[src/rtl/wmon_pkg.sv]
package wmon_pkg;
  typedef enum logic [2:0] {
    WM_OFF     = 3'd0,
    WM_ABOVE   = 3'd1,
    WM_BELOW   = 3'd2,
    WM_INSIDE  = 3'd3,
    WM_BETWEEN = 3'd4
  } wmon_mode_e;
endpackage

[src/rtl/wmon_rst_sync.sv]
module wmon_rst_sync #(
  parameter int STAGES = 2
) (
  input  logic clk,
  input  logic rst_n,
  output logic rst_sync_n
);
  logic [STAGES-1:0] sync_q;
  logic [STAGES-1:0] sync_d;

  always_comb begin
    sync_d = {sync_q[STAGES-2:0], 1'b1};
  end

  always_ff @(posedge clk or negedge rst_n) begin
    if (!rst_n) sync_q <= '0;
    else        sync_q <= sync_d;
  end

  assign rst_sync_n = sync_q[STAGES-1];
endmodule

[src/rtl/wmon_compare.sv]
module wmon_compare #(
  parameter int DATA_W = 12
) (
  input  logic [DATA_W-1:0] res,
  input  logic              vld,
  input  logic [DATA_W-1:0] lo,
  input  logic [DATA_W-1:0] hi,
  input  logic [2:0]        mode,
  input  logic              sgn,
  output logic              hit
);
  import wmon_pkg::*;
  localparam int EXT_W = DATA_W + 1;

  logic signed [EXT_W-1:0] res_x, lo_x, hi_x;
  logic above_lo, below_hi, above_hi, below_lo;
  logic cond;

  // One extra sign bit: zero-extend for unsigned, sign-extend for signed
  assign res_x = {sgn & res[DATA_W-1], res};
  assign lo_x  = {sgn & lo[DATA_W-1],  lo};
  assign hi_x  = {sgn & hi[DATA_W-1],  hi};

  assign above_lo = res_x > lo_x;
  assign below_hi = res_x < hi_x;
  assign above_hi = res_x > hi_x;
  assign below_lo = res_x < lo_x;

  always_comb begin
    case (mode)
      WM_ABOVE:   cond = above_lo;
      WM_BELOW:   cond = below_hi;
      WM_INSIDE:  cond = above_lo & below_hi;
      WM_BETWEEN: cond = above_hi & below_lo;
      default:    cond = 1'b0;
    endcase
  end

  assign hit = vld & cond;

  always_comb begin
    if (mode == 3'd0 || mode > 3'd4)
      AST_RESERVED_QUIET: assert (!hit);
    if (!vld)
      AST_NO_HIT_IDLE: assert (!hit);
  end
endmodule

[src/rtl/wmon_event_reg.sv]
module wmon_event_reg (
  input  logic clk,
  input  logic rst_sync_n,
  input  logic hit,
  input  logic clr,
  output logic evt,
  output logic flag
);
  logic evt_q, evt_d;
  logic flag_q, flag_d, flag_en;

  always_comb begin
    evt_d   = hit;
    flag_en = hit | clr;
    flag_d  = hit;            // set wins over clear
  end

  always_ff @(posedge clk or negedge rst_sync_n) begin
    if (!rst_sync_n) begin
      evt_q  <= 1'b0;
      flag_q <= 1'b0;
    end else begin
      evt_q <= evt_d;
      if (flag_en) flag_q <= flag_d;
    end
  end

  assign evt  = evt_q;
  assign flag = flag_q;

  AST_EVT_FOLLOWS_HIT: assert property (@(posedge clk) disable iff (!rst_sync_n)
    hit |=> evt_q);
  AST_NO_EVT_WITHOUT_HIT: assert property (@(posedge clk) disable iff (!rst_sync_n)
    !hit |=> !evt_q);
  AST_FLAG_SET: assert property (@(posedge clk) disable iff (!rst_sync_n)
    hit |=> flag_q);
  AST_FLAG_HOLDS: assert property (@(posedge clk) disable iff (!rst_sync_n)
    (flag_q && !clr) |=> flag_q);
  AST_FLAG_CLEARS: assert property (@(posedge clk) disable iff (!rst_sync_n)
    (clr && !hit) |=> !flag_q);
endmodule

[src/rtl/adc_window_monitor.sv]
module adc_window_monitor #(
  parameter int DATA_W   = 12,
  parameter int RST_SYNC = 2
) (
  input  logic              clk,
  input  logic              rst_n,
  input  logic [DATA_W-1:0] res_i,
  input  logic              res_vld_i,
  input  logic [DATA_W-1:0] thr_lo_i,
  input  logic [DATA_W-1:0] thr_hi_i,
  input  logic [2:0]        mode_i,
  input  logic              diff_i,
  input  logic              clr_i,
  output logic              match_o,
  output logic              flag_o,
  output logic              evt_o
);
  logic rst_sync_n;
  logic hit;

  wmon_rst_sync #(.STAGES(RST_SYNC)) u_rst (
    .clk(clk), .rst_n(rst_n), .rst_sync_n(rst_sync_n)
  );

  wmon_compare #(.DATA_W(DATA_W)) u_cmp (
    .res(res_i), .vld(res_vld_i), .lo(thr_lo_i), .hi(thr_hi_i),
    .mode(mode_i), .sgn(diff_i), .hit(hit)
  );

  wmon_event_reg u_evt (
    .clk(clk), .rst_sync_n(rst_sync_n), .hit(hit), .clr(clr_i),
    .evt(evt_o), .flag(flag_o)
  );

  assign match_o = hit;

  AST_EVT_IMPLIES_FLAG: assert property (@(posedge clk) disable iff (!rst_sync_n)
    evt_o |-> flag_o);
  AST_RESET_QUIET: assert property (@(posedge clk)
    !rst_sync_n |-> (!evt_o && !flag_o));
endmodule

[config.mk]
export PLATFORM = sky130hd
export DESIGN_NAME = adc_window_monitor
export DESIGN_NICKNAME = d
export VERILOG_FILES = /design/src/rtl/wmon_pkg.sv /design/src/rtl/wmon_rst_sync.sv /design/src/rtl/wmon_compare.sv /design/src/rtl/wmon_event_reg.sv /design/src/rtl/adc_window_monitor.sv
export SDC_FILE = /design/constraint.sdc
export NUM_CORES = 1
export LEC_CHECK = 0
export ABC_AREA = 1
export CAP_MARGIN = 10
export CELL_PAD_IN_SITES_DETAIL_PLACEMENT = 1
export CELL_PAD_IN_SITES_GLOBAL_PLACEMENT = 1
export CORE_ASPECT_RATIO = 0.9
export CORE_UTILIZATION = 29
export CTS_BUF_LIST = sky130_fd_sc_hd__clkbuf_4 sky130_fd_sc_hd__clkbuf_8
export CTS_CLUSTER_DIAMETER = 120
export DETAILED_ROUTE_END_ITERATION = 10
export MAX_ROUTING_LAYER = met4
export PLACE_DENSITY_LB_ADDON = 0.12
export SLEW_MARGIN = 10
export SYNTH_ARGS = -nofsm -noshare
export SYNTH_HDL_FRONTEND = slang
export SYNTH_SLANG_ARGS = --single-unit
[constraint.sdc]
create_clock -name clk -period 2.2 [get_ports clk]
set_input_delay 0.33 -clock clk [delete_from_list [all_inputs] [get_ports clk]]
set_output_delay 0.33 -clock clk [all_outputs]
set_load 0.01 [all_outputs]
==> flow_summary.json <==
{
  "place_hpwl_um": 2570,
  "cp-end-kind": "primary output",
  "portBuffers": 46,
  "max_freq_mhz": 448,
  "globalRouteTotalUtil_pct": 24.8,
  "synth-seq-area-share_pct": 9.69,
  "sequentialPowerShare_pct": 11.6,
  "path_max_fanout": 4,
  "route.vias.total": 1311,
  "groute.layer.met2.usage_pct": 49.7,
  "top_usage_layer": "met2",
  "p_per_area_nw_per_um2": 323,
  "synth.ff_latch_count": 4,
  "grt_util_met3_pct": 1.74,
  "finalSetupViolCount": 1,
  "root_buffer": "clkbuf_8",
  "clock_network_latency_to_the_later_pin_of_the_worst_skew_pair_ns": 0.22,
  "outcome": "finished, violations left",
  "largest_cells_by_area_after_synthesis": "ha_1 29%, inv_1 15%, nand2_1 15%",
  "clock_tree_from_tritoncts": "done",
  "cts.sink_count": 4,
  "area_growth_pct": 111,
  "grt_start_max_net_pins": 6,
  "yosysTopAreaCellShare_pct": 29.1,
  "net_switching_power_mw": 0.284,
  "setup.worst_path.class": "in -> out",
  "failed_checks": "setup timing",
  "routedWlPerCell_um": 16.6,
  "ir_drop_v": 0.000120,
  "postLayoutSetupSlackWorst_ns": -0.0309,
  "num_rows": 20,
  "finalHoldViolations": 0,
  "timing.critical_path.slowest_cell_delay_ns": 0.25,
  "design.portCount": 47,
  "cp_slowest_cell": "dlygate4sd2_1",
  "via_per_inst": 4.73,
  "worstSetupStartpointType": "input pin",
  "grt_antenna_before_repair": 0,
  "maximum_capacitance_violations": 0,
  "iter_0_drt_violations": 24,
  "worst_hold_path_type": "reg -> async",
  "cts.htree.levels": 1,
  "totalWireLength_um": 4610,
  "power.leakage_nw": 1.08,
  "firstDrtPassIters": 4,
  "grt_pass1_wl_um": 7020,
  "crit_arrival_ns": 1.90,
  "critical_path_required_ns": 1.87,
  "critical-path-top-delay-family": "simple AND/OR/NAND/NOR gates",
  "chipHeight_um": 58.6,
  "synth.distinct_cells": 21,
  "crit_path_time_final_ns": 2.23,
  "placed_cells": 263,
  "nNetsFinal": 303,
  "number_of_clock_buffers_inserted_by_tritoncts": 3,
  "chipWidth_um": 64.9,
  "r2r_slack_ns": 1.57,
  "syn_area_per_cell_um2": 6.46,
  "ys_warn_count": 0,
  "pwr-share-clk_pct": 22.9,
  "final_util_pct": 64.7,
  "start_util_pct": 30.6,
  "drive_gt1_share_pct": 73.8,
  "fin_total_pwr_mw": 0.706,
  "postCtsHoldBufs": 0,
  "netlist_instances": 160,
  "cell_accounting_for_the_most_synthesized_area": "ha_1",
  "internal_power_mw": 0.422,
  "setup_repair_after_global_routing_missed_its_margin": "yes",
  "met1_usage_pct": 25.8,
  "via_count_of_the_first_global_routing_pass": 1555,
  "mappedNetlistArea_um2": 1030,
  "final-max-slew-violation-count": 0,
  "power.share.switching_pct": 40.2,
  "worst_clock_skew_ns": 0.00254,
  "drc_errors": 0,
  "finish.cell_count_without_fillers": 277,
  "syn-num-nets": 228,
  "combinational_cell_fraction_of_total_power_pct": 65.4,
  "final_worst_path_period_share_pct": 101,
  "diodes": 0,
  "gp_congestion": 0.768,
  "worstPathBufferInverterCount": 4,
  "gr-total-overflow": 0,
  "postRouteAntennaNets": 0,
  "fp.coreArea_um2": 3380,
  "design.die.area_um2": 3810,
  "crit_path_cell_trace": "dlygate4sd2_1, inv_2, ha_2, nor2_2, o21bai_1, nand2_1, nand2_4, nand2_1, nand2_1, nand3_2, nand3_2, nand3_2, nand2_2, inv_2, buf_6",
  "clk_slew_on_worst_s_h_paths_ns": 0.03,
  "pre_cts_slack_ns": -0.815,
  "cts_max_path_buffers": 2
}
layout by cell type, fill, tap and decap left out, types with 2 or more instances in the layout:
cell type / n
nand3_4: 5
nand3_2: 10
buf_6: 6
a21oi_2: 2
inv_4: 2
a21oi_1: 2
a21o_1: 2
dfrtp_1: 4
nand2_2: 20
nor2_4: 8
clkbuf_8: 3
clkbuf_2: 11
buf_4: 22
ha_2: 2
inv_1: 13
nand2_1: 17
dlygate4sd2_1: 5
clkdlybuf4s50_1: 8
inv_2: 28
ha_4: 22
buf_2: 15
nand4_1: 2
nand2_4: 9
nor2_2: 3
worst register-to-register path, delay by kind of cell, from the launching register on:
family,cells,cell delay [ns]
flip-flops,1,0.38
AND/OR/NAND/NOR,2,0.14
state kept, by name (all words and copies together), names as in the netlist:
signal / flops
u_evt.evt: 1
u_evt.flag: 1
u_rst.sync_q: 2
synthesized netlist by cell type:
cell / instances
a41oi_1: 1
inv_2: 3
a21o_1: 2
nand2_2: 5
a21oi_4: 1
ha_1: 24
nor2_1: 5
conb_1: 1
o21a_1: 1
a21oi_1: 4
inv_1: 40
nor2_4: 3
nor2_2: 4
nand3_1: 12
nand2_4: 1
o21bai_1: 1
dfrtp_1: 4
nand4_1: 2
nor3_1: 2
nand3_2: 4
nand2_1: 40
what timing repair did:
action / in CTS / in global routing
pin swaps: 61 / 45
buffers inserted: 9 / 3
resized for setup: 185 / 60
endpoints found under the setup margin: 1 / 2
stage by stage:
stage	TNS, ns	cell area [µm²]	hold slack, ns
after floorplan	0	1030	0.0111
after global placement	-0.779	1650	0.0161
after detailed placement	-0.878	1650	0.0316
after CTS	0	2070	0.0274
after global routing	-0.242	2180	0.0401
final	-0.0309	2180	0.0291
final cells by class:
class / instances / area [µm²]
Clock buffer: 3 / 41.3
Fill cell: 398 / 1190
Inverter: 43 / 166
Multi-Input combinational cell: 113 / 1300
Sequential cell: 4 / 100
Tap cell: 44 / 55.1
Timing Repair Buffer: 70 / 524
final timing paths:
path	from	endpoint	depth (start not counted)
max in group asynchronous	rst_n	u_rst.sync_q[1]$_DFF_PN0_	1
min in group clk	u_rst.sync_q[0]$_DFF_PN0_	u_rst.sync_q[1]$_DFF_PN0_	0
hold / removal	u_rst.sync_q[1]$_DFF_PN0_	u_evt.evt$_DFF_PN0_	0
setup reg to reg	u_evt.flag$_DFFE_PN0P_	u_evt.flag$_DFFE_PN0P_	2
hold reg to reg	u_rst.sync_q[1]$_DFF_PN0_	u_evt.evt$_DFF_PN0_	0
setup / recovery	res_i[0]	match_o	15
power groups by stage:
stage	clock (mW)	sequential, mW	combinational [mW]
2_1_floorplan	0	0.0837	0.141
3_3_place_gp	0	0.0820	0.282
3_5_place_dp	0	0.0828	0.296
4_1_cts	0.158	0.0820	0.393
5_1_grt	0.163	0.0826	0.500
6_report	0.162	0.0822	0.462
layer usage:
layer,routed length [µm],vias to the layer above
li1,-,642
met1,1680,616
met2,2630,43
met4,116,0
met3,180,10
met5,0,-
logic make-up (layout without fill, tap and decap cells):
kind of cell               count (synthesis)  after routing  share of synthesized area [%]
adders and majority gates                 24             24                           29.1
AOI/OAI and AO/OA                         10             10                           7.26
other                                      1              1                          0.363
DFF                                        4              4                           9.69
buffers and inverters                     43            116                           15.6
and+or+nand+nor                           78             78                           38.0
Power figures use the tool's default switching activity.
